`config.mk`:
```
export PLATFORM = sky130hd
export DESIGN_NAME = adc_seq_ctrl
export DESIGN_NICKNAME = d
export VERILOG_FILES = /design/src/rtl/adc_seq_pkg.sv /design/src/rtl/adc_clk_div.sv /design/src/rtl/adc_sar_path.sv /design/src/rtl/adc_result_bank.sv /design/src/rtl/adc_seq_ctrl.sv
export SDC_FILE = /design/constraint.sdc
export NUM_CORES = 1
export LEC_CHECK = 0
export ABC_CLOCK_PERIOD_IN_PS = 2100
export BUFFER_PORTS_ARGS = -buffer_cell sky130_fd_sc_hd__buf_2
export CORE_UTILIZATION = 50
export DETAILED_ROUTE_END_ITERATION = 6
export PLACE_DENSITY = 0.73
export SYNTH_ARGS = -nofsm -noshare
export SYNTH_HDL_FRONTEND = slang
export SYNTH_SLANG_ARGS = --single-unit
```
`constraint.sdc`:
```
create_clock -name clk -period 2.1 [get_ports clk]
set_input_delay 0 -clock clk [delete_from_list [all_inputs] [get_ports clk]]
set_output_delay 0 -clock clk [all_outputs]
set_load 0.05 [all_outputs]
```
`src/rtl/adc_seq_pkg.sv`:
```
package adc_seq_pkg;
    localparam int RES_W = 10;
    localparam int PRS_W = 5;
    localparam int SMP_CW = 5;

    typedef enum logic [1:0] {
        ST_IDLE    = 2'd0,
        ST_SAMPLE  = 2'd1,
        ST_CONVERT = 2'd2,
        ST_STORE   = 2'd3
    } seq_state_e;

    typedef enum logic [1:0] {
        FRZ_RUN    = 2'b00,
        FRZ_RSVD   = 2'b01,
        FRZ_FINISH = 2'b10,
        FRZ_NOW    = 2'b11
    } frz_mode_e;

    typedef struct packed {
        logic             res10;
        logic [1:0]       smp;
        logic [PRS_W-1:0] prs;
    } timing_reg_t;
endpackage

```
`src/rtl/adc_clk_div.sv`:
```
module adc_clk_div
    import adc_seq_pkg::*;
#(
    parameter int DIV_W = PRS_W
) (
    input  logic             clk,
    input  logic             rst_n,
    input  logic             clr,
    input  logic             run,
    input  logic [DIV_W-1:0] prs,
    output logic             tick
);
    localparam int CNT_W = DIV_W + 1;

    logic [CNT_W-1:0] cnt_q;
    logic [CNT_W-1:0] limit;

    // last count of a 2*(prs+1) period
    assign limit = {prs, 1'b1};
    assign tick  = run && (cnt_q == limit);

    always_ff @(posedge clk or negedge rst_n) begin
        if (!rst_n) begin
            cnt_q <= '0;
        end else if (clr) begin
            cnt_q <= '0;
        end else if (run) begin
            cnt_q <= tick ? '0 : cnt_q + 1'b1;
        end
    end
endmodule

```
`src/rtl/adc_sar_path.sv`:
```
module adc_sar_path
    import adc_seq_pkg::*;
#(
    parameter int W = RES_W
) (
    input  logic         clk,
    input  logic         rst_n,
    input  logic         clr,
    input  logic         load,
    input  logic         step,
    input  logic         res_full,
    input  logic         cmp_hi,
    output logic [W-1:0] trial,
    output logic         last
);
    localparam int LOW_IDX = W - 8;

    logic [W-1:0] bit_q;
    logic [W-1:0] kept;
    logic [W-1:0] trial_nx;

    assign last = step && (res_full ? bit_q[0] : bit_q[LOW_IDX]);

    always_comb begin
        kept     = cmp_hi ? trial : (trial & ~bit_q);
        trial_nx = last ? kept : (kept | (bit_q >> 1));
    end

    always_ff @(posedge clk or negedge rst_n) begin
        if (!rst_n) begin
            trial <= '0;
            bit_q <= '0;
        end else if (clr) begin
            trial <= '0;
            bit_q <= '0;
        end else if (load) begin
            trial <= {1'b1, {(W-1){1'b0}}};
            bit_q <= {1'b1, {(W-1){1'b0}}};
        end else if (step) begin
            trial <= trial_nx;
            bit_q <= last ? '0 : (bit_q >> 1);
        end
    end
endmodule

```
`src/rtl/adc_result_bank.sv`:
```
module adc_result_bank
    import adc_seq_pkg::*;
#(
    parameter int NCH  = 4,
    parameter int CH_W = 2,
    parameter int W    = RES_W
) (
    input  logic             clk,
    input  logic             rst_n,
    input  logic             clr_flags,
    input  logic             wr,
    input  logic [CH_W-1:0]  wr_ch,
    input  logic [W-1:0]     wr_data,
    output logic [NCH*W-1:0] results,
    output logic [NCH-1:0]   flags
);
    for (genvar g = 0; g < NCH; g++) begin : g_ch
        logic [W-1:0] val_q;
        logic         vld_q;
        logic         hit;

        assign hit = wr && (wr_ch == CH_W'(g));

        always_ff @(posedge clk or negedge rst_n) begin
            if (!rst_n) begin
                val_q <= '0;
                vld_q <= 1'b0;
            end else begin
                if (hit) val_q <= wr_data;
                if (clr_flags)  vld_q <= 1'b0;
                else if (hit)   vld_q <= 1'b1;
            end
        end

        assign results[g*W +: W] = val_q;
        assign flags[g]          = vld_q;
    end
endmodule

```
`src/rtl/adc_seq_ctrl.sv`:
```
module adc_seq_ctrl
    import adc_seq_pkg::*;
#(
    parameter int NCH  = 4,
    parameter int CH_W = (NCH > 1) ? $clog2(NCH) : 1
) (
    input  logic                 clk,
    input  logic                 rst_n,
    input  logic                 wr_en,
    input  logic                 wr_sel,
    input  logic [7:0]           wr_data,
    input  logic                 dbg_active,
    input  logic                 cmp_hi,
    output logic [RES_W-1:0]     dac_code,
    output logic                 sample_en,
    output logic [CH_W-1:0]      chan_sel,
    output logic [NCH*RES_W-1:0] results,
    output logic [NCH-1:0]       done_flags
);
    localparam logic [CH_W-1:0] LAST_CH = CH_W'(NCH - 1);

    timing_reg_t       ctrl_q;
    frz_mode_e         frz_q;
    seq_state_e        state_q, state_nx;
    logic [SMP_CW-1:0] smp_cnt_q;
    logic [SMP_CW-1:0] smp_lim;
    logic [CH_W-1:0]   chan_q;
    logic              busy_q;

    logic restart, hold, run, tick;
    logic div_clr, sar_clr, sar_load, sar_step, sar_last;
    logic store_wr;

    assign restart = wr_en;
    assign smp_lim = (SMP_CW'(2) << ctrl_q.smp) - SMP_CW'(1);

    // breakpoint hold decision
    always_comb begin
        hold = 1'b0;
        if (dbg_active) begin
            unique case (frz_q)
                FRZ_NOW:    hold = 1'b1;
                FRZ_FINISH: hold = (state_q == ST_SAMPLE) && !busy_q;
                FRZ_RUN,
                FRZ_RSVD:   hold = 1'b0;
            endcase
        end
    end

    assign run = !hold && ((state_q == ST_SAMPLE) || (state_q == ST_CONVERT));

    // register writes
    always_ff @(posedge clk or negedge rst_n) begin
        if (!rst_n) begin
            ctrl_q <= timing_reg_t'(8'h01);
            frz_q  <= FRZ_RUN;
        end else if (wr_en) begin
            if (wr_sel) frz_q  <= frz_mode_e'(wr_data[7:6]);
            else        ctrl_q <= timing_reg_t'(wr_data);
        end
    end

    // next-state logic
    always_comb begin
        state_nx = state_q;
        if (restart) begin
            state_nx = ST_SAMPLE;
        end else if (!hold) begin
            unique case (state_q)
                ST_IDLE:    state_nx = ST_IDLE;
                ST_SAMPLE:  if (tick && smp_cnt_q == smp_lim) state_nx = ST_CONVERT;
                ST_CONVERT: if (sar_last) state_nx = ST_STORE;
                ST_STORE:   state_nx = (chan_q == LAST_CH) ? ST_IDLE : ST_SAMPLE;
            endcase
        end
    end

    // state register
    always_ff @(posedge clk or negedge rst_n) begin
        if (!rst_n) state_q <= ST_IDLE;
        else        state_q <= state_nx;
    end

    // control outputs
    always_comb begin
        sample_en = 1'b0;
        sar_load  = 1'b0;
        sar_step  = 1'b0;
        store_wr  = 1'b0;
        sar_clr   = restart;
        div_clr   = restart;
        unique case (state_q)
            ST_IDLE: begin
                div_clr = 1'b1;
            end
            ST_SAMPLE: begin
                sample_en = 1'b1;
                sar_load  = !restart && tick && (smp_cnt_q == smp_lim);
            end
            ST_CONVERT: begin
                sar_step = !restart && tick;
            end
            ST_STORE: begin
                div_clr  = 1'b1;
                store_wr = !restart && !hold;
                sar_clr  = restart || !hold;
            end
        endcase
    end

    // sample counter, channel pointer, busy marker
    always_ff @(posedge clk or negedge rst_n) begin
        if (!rst_n) begin
            smp_cnt_q <= '0;
            chan_q    <= '0;
            busy_q    <= 1'b0;
        end else if (restart) begin
            smp_cnt_q <= '0;
            chan_q    <= '0;
            busy_q    <= 1'b0;
        end else if (!hold) begin
            unique case (state_q)
                ST_IDLE: begin
                    busy_q <= 1'b0;
                end
                ST_SAMPLE: begin
                    busy_q <= 1'b1;
                    if (tick) smp_cnt_q <= (smp_cnt_q == smp_lim) ? '0 : smp_cnt_q + 1'b1;
                end
                ST_CONVERT: begin
                    busy_q <= 1'b1;
                end
                ST_STORE: begin
                    busy_q    <= 1'b0;
                    smp_cnt_q <= '0;
                    if (chan_q != LAST_CH) chan_q <= chan_q + 1'b1;
                end
            endcase
        end
    end

    adc_clk_div #(.DIV_W(PRS_W)) u_div (
        .clk   (clk),
        .rst_n (rst_n),
        .clr   (div_clr),
        .run   (run),
        .prs   (ctrl_q.prs),
        .tick  (tick)
    );

    adc_sar_path #(.W(RES_W)) u_sar (
        .clk      (clk),
        .rst_n    (rst_n),
        .clr      (sar_clr),
        .load     (sar_load),
        .step     (sar_step),
        .res_full (ctrl_q.res10),
        .cmp_hi   (cmp_hi),
        .trial    (dac_code),
        .last     (sar_last)
    );

    adc_result_bank #(.NCH(NCH), .CH_W(CH_W), .W(RES_W)) u_bank (
        .clk       (clk),
        .rst_n     (rst_n),
        .clr_flags (restart),
        .wr        (store_wr),
        .wr_ch     (chan_q),
        .wr_data   (dac_code),
        .results   (results),
        .flags     (done_flags)
    );

    assign chan_sel = chan_q;
endmodule

```
==> results of run 1 <==
-- registers in the layout (all words and copies together), names as in the netlist --
| signal | flops |
|---|---|
| chan_sel | 2 |
| u_bank.g_ch.val_q | 40 |
| smp_cnt_q | 5 |
| u_sar.bit_q | 10 |
| frz_q | 2 |
| ctrl_q | 8 |
| state_q | 2 |
| u_bank.g_ch.vld_q | 4 |
| u_div.cnt_q | 6 |
| u_sar.trial | 10 |
| busy_q | 1 |
-- metal layers --
layer / part of all wire [%] / routed length (um) / track usage, % / vias to the layer above
li1: - / - / - / 1474
met1: 45 / 4360 / 30.3 / 1558
met2: 50 / 4890 / 41.7 / 81
met3: 3.7 / 358 / 4.02 / 14
met4: 1.6 / 154 / 7.94 / 0
met5: 0 / 0 / 0 / -
-- worst paths after layout --
path / start / endpoint / slack, ns
worst max-delay path: state_q[0] / u_sar.bit_q[1] / -0.20
max in group asynchronous: rst_n / u_bank.g_ch[0].val_q[9] / 1.36
worst min-delay path: dbg_active / u_div.cnt_q[1] / 0.07
worst min register to register: u_bank.g_ch[2].val_q[6] / u_bank.g_ch[2].val_q[6] / 0.51
min in group asynchronous: rst_n / u_bank.g_ch[2].val_q[1] / 0.13
worst max register to register: state_q[0] / u_sar.bit_q[1] / -0.20
-- kinds of logic (layout without fill, tap and decap cells) --
group / count (synthesis) / count (layout) / share of synthesized area (%)
adder cells (fa/ha/maj): 9 / 9 / 2.75
buffers and inverters: 37 / 168 / 3.89
XOR/XNOR: 10 / 10 / 2.14
AO/OA/AOI/OAI: 71 / 71 / 12.2
flip-flops: 90 / 90 / 55.1
AND/OR/NAND/NOR: 74 / 75 / 9.92
multiplexers: 51 / 51 / 14.0
-- metrics by stage --
stage	cell area, um2	cells	total power, mW
after floorplan	4120	342	2.65
after global placement	4790	528	2.97
after detailed placement	4790	528	3.00
after CTS	5530	575	4.41
after global routing	5630	576	4.70
final	5630	576	4.48
-- layout by cell type, fill, tap and decap left out, types with 3 or more instances in the layout --
master / Yosys / routed
dfrtp_1: 89 / 88
buf_2: 1 / 70
buf_4: 5 / 34
mux2_4: 0 / 26
mux2_2: 24 / 24
nand2_1: 26 / 20
inv_1: 21 / 19
o21ai_0: 16 / 14
a21o_1: 13 / 13
nor2_1: 15 / 12
a21oi_1: 15 / 11
dlygate4sd3_1: 0 / 11
a22o_1: 9 / 9
clkbuf_8: 0 / 9
xor2_1: 8 / 8
ha_1: 9 / 8
nand3_1: 6 / 6
buf_6: 0 / 6
buf_12: 0 / 5
nand2_8: 0 / 4
a21oi_2: 0 / 4
buf_16: 0 / 4
o21ai_1: 3 / 3
nor2_4: 0 / 3
-- power groups by stage --
stage                     Clock, mW  Combinational (mW)  Sequential [mW]
after detailed placement          0                1.01             1.99
final                          1.19                1.33             1.95
after global placement            0               0.985             1.98
after CTS                      1.21                1.25             1.95
after floorplan                   0               0.652             2.00
after global routing           1.28                1.45             1.97
-- worst max-delay path, delay by kind of cell, from the launching register on --
kind            cells  cell delay [ns]
simple gates        4             0.98
flops               1             0.43
compound gates      2             0.38
fa+ha+maj           1             0.15
buf+inv             2             0.30
-- final cells by class --
class | instances | area, um2 | share of cell area (%)
timing repair buffer | 131 | 1010 | 17.9
tap | 102 | 128 | 2.27
inverter | 21 | 78.8 | 1.40
multi-input combinational | 216 | 1960 | 34.8
sequential | 90 | 2250 | 40.0
clock inverter | 7 | 81.3 | 1.44
clock buffer | 9 | 124 | 2.20
-- repair_timing --
action                     in CTS  in global routing
hold endpoints to repair       53                  0
buffers inserted               14                  1
hold buffers                   11                  0
resized for setup              52                 22
setup endpoints to repair      63                 72
pin swaps                      10                  7
cloned                          6                  0
==> out/metrics.cfg, run 1 <==
[synthesis]
synth.most_common_cell = dfrtp_1
yosys_warnings = 0
synth_async_sr_flop_share_pct = 100
yosys_register_bits = 90
syn_area_per_cell_um2 = 12.0
synth_top_area_share_pct = 54.5
synth.area.top_cells = dfrtp_1, mux2_1, mux2_2, ha_1, a21o_1
synthFlopType = dfrtp_1
synth_area_um2 = 4090
synth_edf_count = 0
synth_fp_nets = 365
yosysSeqAreaShare_pct = 55.1
yosysUniqueCellTypes = 53
synth_common_cells = dfrtp_1, mux2_1, nand2_1
syn-instance-count = 342
synth.largest_area_cell = dfrtp_1

[sta]
tightest_slew_ns = 0.636
min_period_ns = 2.30
drv_slew = 0
fin_crit_sh_pct = 110
whs_ns = 0.0726
hold_viol_final = 0
totalNegativeSetupSlack_ns = -9.23
finClkSkew_ns = 0.0129
setup_viol = 66
rsz0062_at_grt = yes
finalWorstSetupSlack_ns = -0.200
timing.fmax_mhz = 435
relSlewSlack_pct = 57.4

[floorplanning]
rows = 32
fp.dieW_um = 92.4
initial_core_util_pct = 52.4
io_pins = 71
core_um2 = 7810
die_h_um = 92.4
die_area_um2 = 8540

[outcome]
outcome = finished, violations left
failed_checks = setup timing

[worst_setup_path]
cpPeakStageDelay_ns = 0.53
required_ns = 2.40
crit_type = flop to flop
cp_cell_sequence = buf_6, ha_4, and2b_2, o211ai_4, nand3_2, or4b_4, buf_8, nor2_8, a22o_1
arrival_ns = 2.60
path_max_fanout = 6
reg2reg_depth = 9
cp-end-kind = flop
cp-start-kind = flop
cp_slowest_cell = or4b_4

[final_layout]
antennaDiodeCount = 0
area_delta_synth_final_pct = 37.8
layout.nets = 492
fillCellCount = 521
drive_gt1_share_pct = 46.4
finish.utilization_pct = 72.2

[detailed_routing]
viasPerCell = 5.43
drt_iter0_drc = 108
drc = 0
dr.pass1.iters = 4
vias = 3127
ant_nets = 0
wire_per_inst_um = 16.9
wirelength_mm = 9.76

[global_routing]
grt_pass1_wl_mm = 15.7
overflow = 0
grtUsageTotal_pct = 24.0
antenna_found_initial = 0
grt_pass1_vias = 3106
grt_max_degree = 40

[clock_tree]
cts_buffer_depth = 2
cts_buffers = 9
cts_tree = done
cts-htree-levels = 3
clkTransAtPathRegs_ns = 0.10
insertion_delay_ns = 0.37
cts-root-buf = clkbuf_8
clock-sinks = 90

[place]
hpwl_mm = 6.03
pre_cts_slack_ns = -0.329
gp_congestion = 0.781
portBuffers = 70

[pwr]
p_comb_share_pct = 29.8
leakage_nw = 2.94
peakVddDrop_mv = 0.464
cellInternalPower_mw = 2.92
p_seq_share_pct = 43.6
swShare_pct = 34.7
switchingPower_mw = 1.56
power_density_nw_per_um2 = 795
clkPwrFrac_pct = 26.6

[worst_hold_path]
holdPathStages = 4
hold_class = primary input to flop

[job]
drv_cap = 0

Power figures use the tool's default switching activity.
==> run 2: changes to the inputs <==
- CAP_MARGIN: unset -> 20
- HOLD_SLACK_MARGIN: unset -> 0.1
==> out/metrics.cfg, run 2 (synthesis results as in run 1) <==
[global_routing]
overflow = 0
grt_max_degree = 40
grtUsageTotal_pct = 24.1
grt_pass1_vias = 3122
grt_pass1_wl_mm = 15.8
antenna_found_initial = 0

[place]
portBuffers = 70
place_inst = 528
gp_congestion = 0.781
pre_cts_slack_ns = -0.329
hpwl_mm = 6.03

[floorplanning]
rows = 32
die_area_um2 = 8540
fp.dieW_um = 92.4
die_h_um = 92.4
initial_core_util_pct = 52.4
core_um2 = 7810
io_pins = 71

[detailed_routing]
vias = 3154
drc = 0
wirelength_mm = 9.82
ant_nets = 0
viasPerCell = 5.46
wire_per_inst_um = 17.0
dr.pass1.iters = 4
drt_iter0_drc = 109

[sta]
min_period_ns = 2.30
rsz0062_at_grt = yes
finalWorstSetupSlack_ns = -0.199
timing.fmax_mhz = 435
drv_slew = 0
fin_crit_sh_pct = 109
relSlewSlack_pct = 56.6
setup_viol = 66
totalNegativeSetupSlack_ns = -9.10
tightest_slew_ns = 0.648
hold_viol_final = 0
finClkSkew_ns = 0.0119

[pwr]
peakVddDrop_mv = 0.465
leakage_nw = 2.95
power.total_mw = 4.48
power_density_nw_per_um2 = 793

[final_layout]
layout_commonest_cell = dfrtp_1
top_regs = u_bank.g_ch.val_q: 40 flops, u_sar.bit_q: 10 flops, u_sar.trial: 10 flops
drive_gt1_share_pct = 46.2
finish.utilization_pct = 72.4
fillCellCount = 511
multi_input_area_um2 = 1960
final-seq-area_um2 = 2250
regMostFlops = u_bank.g_ch.val_q
layout.nets = 494
final_cell_mix = dfrtp_1, buf_2, buf_4
largest_register_ffs = 40
area_delta_synth_final_pct = 38.3
stdcell_count = 578
antennaDiodeCount = 0

[clock_tree]
cts-htree-levels = 3
cts_buffer_depth = 2
clock-sinks = 90
cts-root-buf = clkbuf_8
cts_tree = done
cts_buffers = 9
insertion_delay_ns = 0.37
clkTransAtPathRegs_ns = 0.10

[outcome]
failed_checks = setup timing
outcome = finished, violations left

[job]
drv_cap = 0

[worst_setup_path]
required_ns = 2.40
timing.rr.start = state_q[0]
cp-end-kind = flop
crit_type = flop to flop
arrival_ns = 2.60
path_max_fanout = 6
cp-start-kind = flop
crit_start = state_q[0]
reg2reg_depth = 9

[worst_hold_path]
hold_class = primary input to async pin

## run 2: repair_timing
item	CTS	global route
endpoints found under the hold margin	106	0
endpoints found under the setup margin	63	72
gates resized for setup	52	22
cloned	6	0
buffers inserted	14	1
pin swaps	10	7
hold buffers	13	0
## run 2: through the flow
step	instance area, um2	hold slack [ns]
final	5650	0.134
after global routing	5650	0.164
after CTS	5550	0.145
after detailed placement	4790	-0.00404
after global placement	4790	-0.00801
after floorplan	4120	-0.296
## run 2: cell type report
class,count,area share (%)
clock buffer,9,2.19
multi-input combinational,216,34.7
clock inverter,7,1.44
tap,102,2.26
inverter,21,1.39
sequential,90,39.9
timing repair buffer,133,18.2
## run 2: worst max-delay path, cell delays in order, from the launching register on
cell and delay, ns:
dfrtp_2 0.43, buf_6 0.13, ha_4 0.15, and2b_2 0.21, o211ai_4 0.24, nand3_2 0.12
or4b_4 0.53, buf_8 0.17, nor2_8 0.12, a22o_1 0.14
## run 2: metal layers
| metal | part of all wire [%] | global-route usage [%] | vias to the layer above |
|---|---|---|---|
| li1 | - | - | 1476 |
| met1 | 44 | 30.6 | 1575 |
| met2 | 50 | 41.9 | 89 |
| met3 | 4.1 | 4.02 | 14 |
| met4 | 1.6 | 7.94 | 0 |
| met5 | 0 | 0 | - |
## run 2: final timing paths
| kind | to | slack (ns) |
|---|---|---|
| worst min register to register | u_bank.g_ch[2].val_q[6] | 0.51 |
| worst min-delay path | u_bank.g_ch[2].val_q[1] | 0.13 |
| max in group asynchronous | u_bank.g_ch[0].val_q[9] | 1.36 |
| min in group clk | u_sar.trial[8] | 0.17 |
| worst max register to register | u_sar.bit_q[1] | -0.20 |
| worst max-delay path | u_sar.bit_q[1] | -0.20 |
## run 2: where the power goes
| part | internal (mW) | total [mW] | switching (mW) |
|---|---|---|---|
| Sequential | 1.84 | 1.95 | 0.116 |
| Clock | 0.475 | 1.19 | 0.715 |
| Combinational | 0.612 | 1.34 | 0.727 |
| Total | 2.93 | 4.48 | 1.56 |
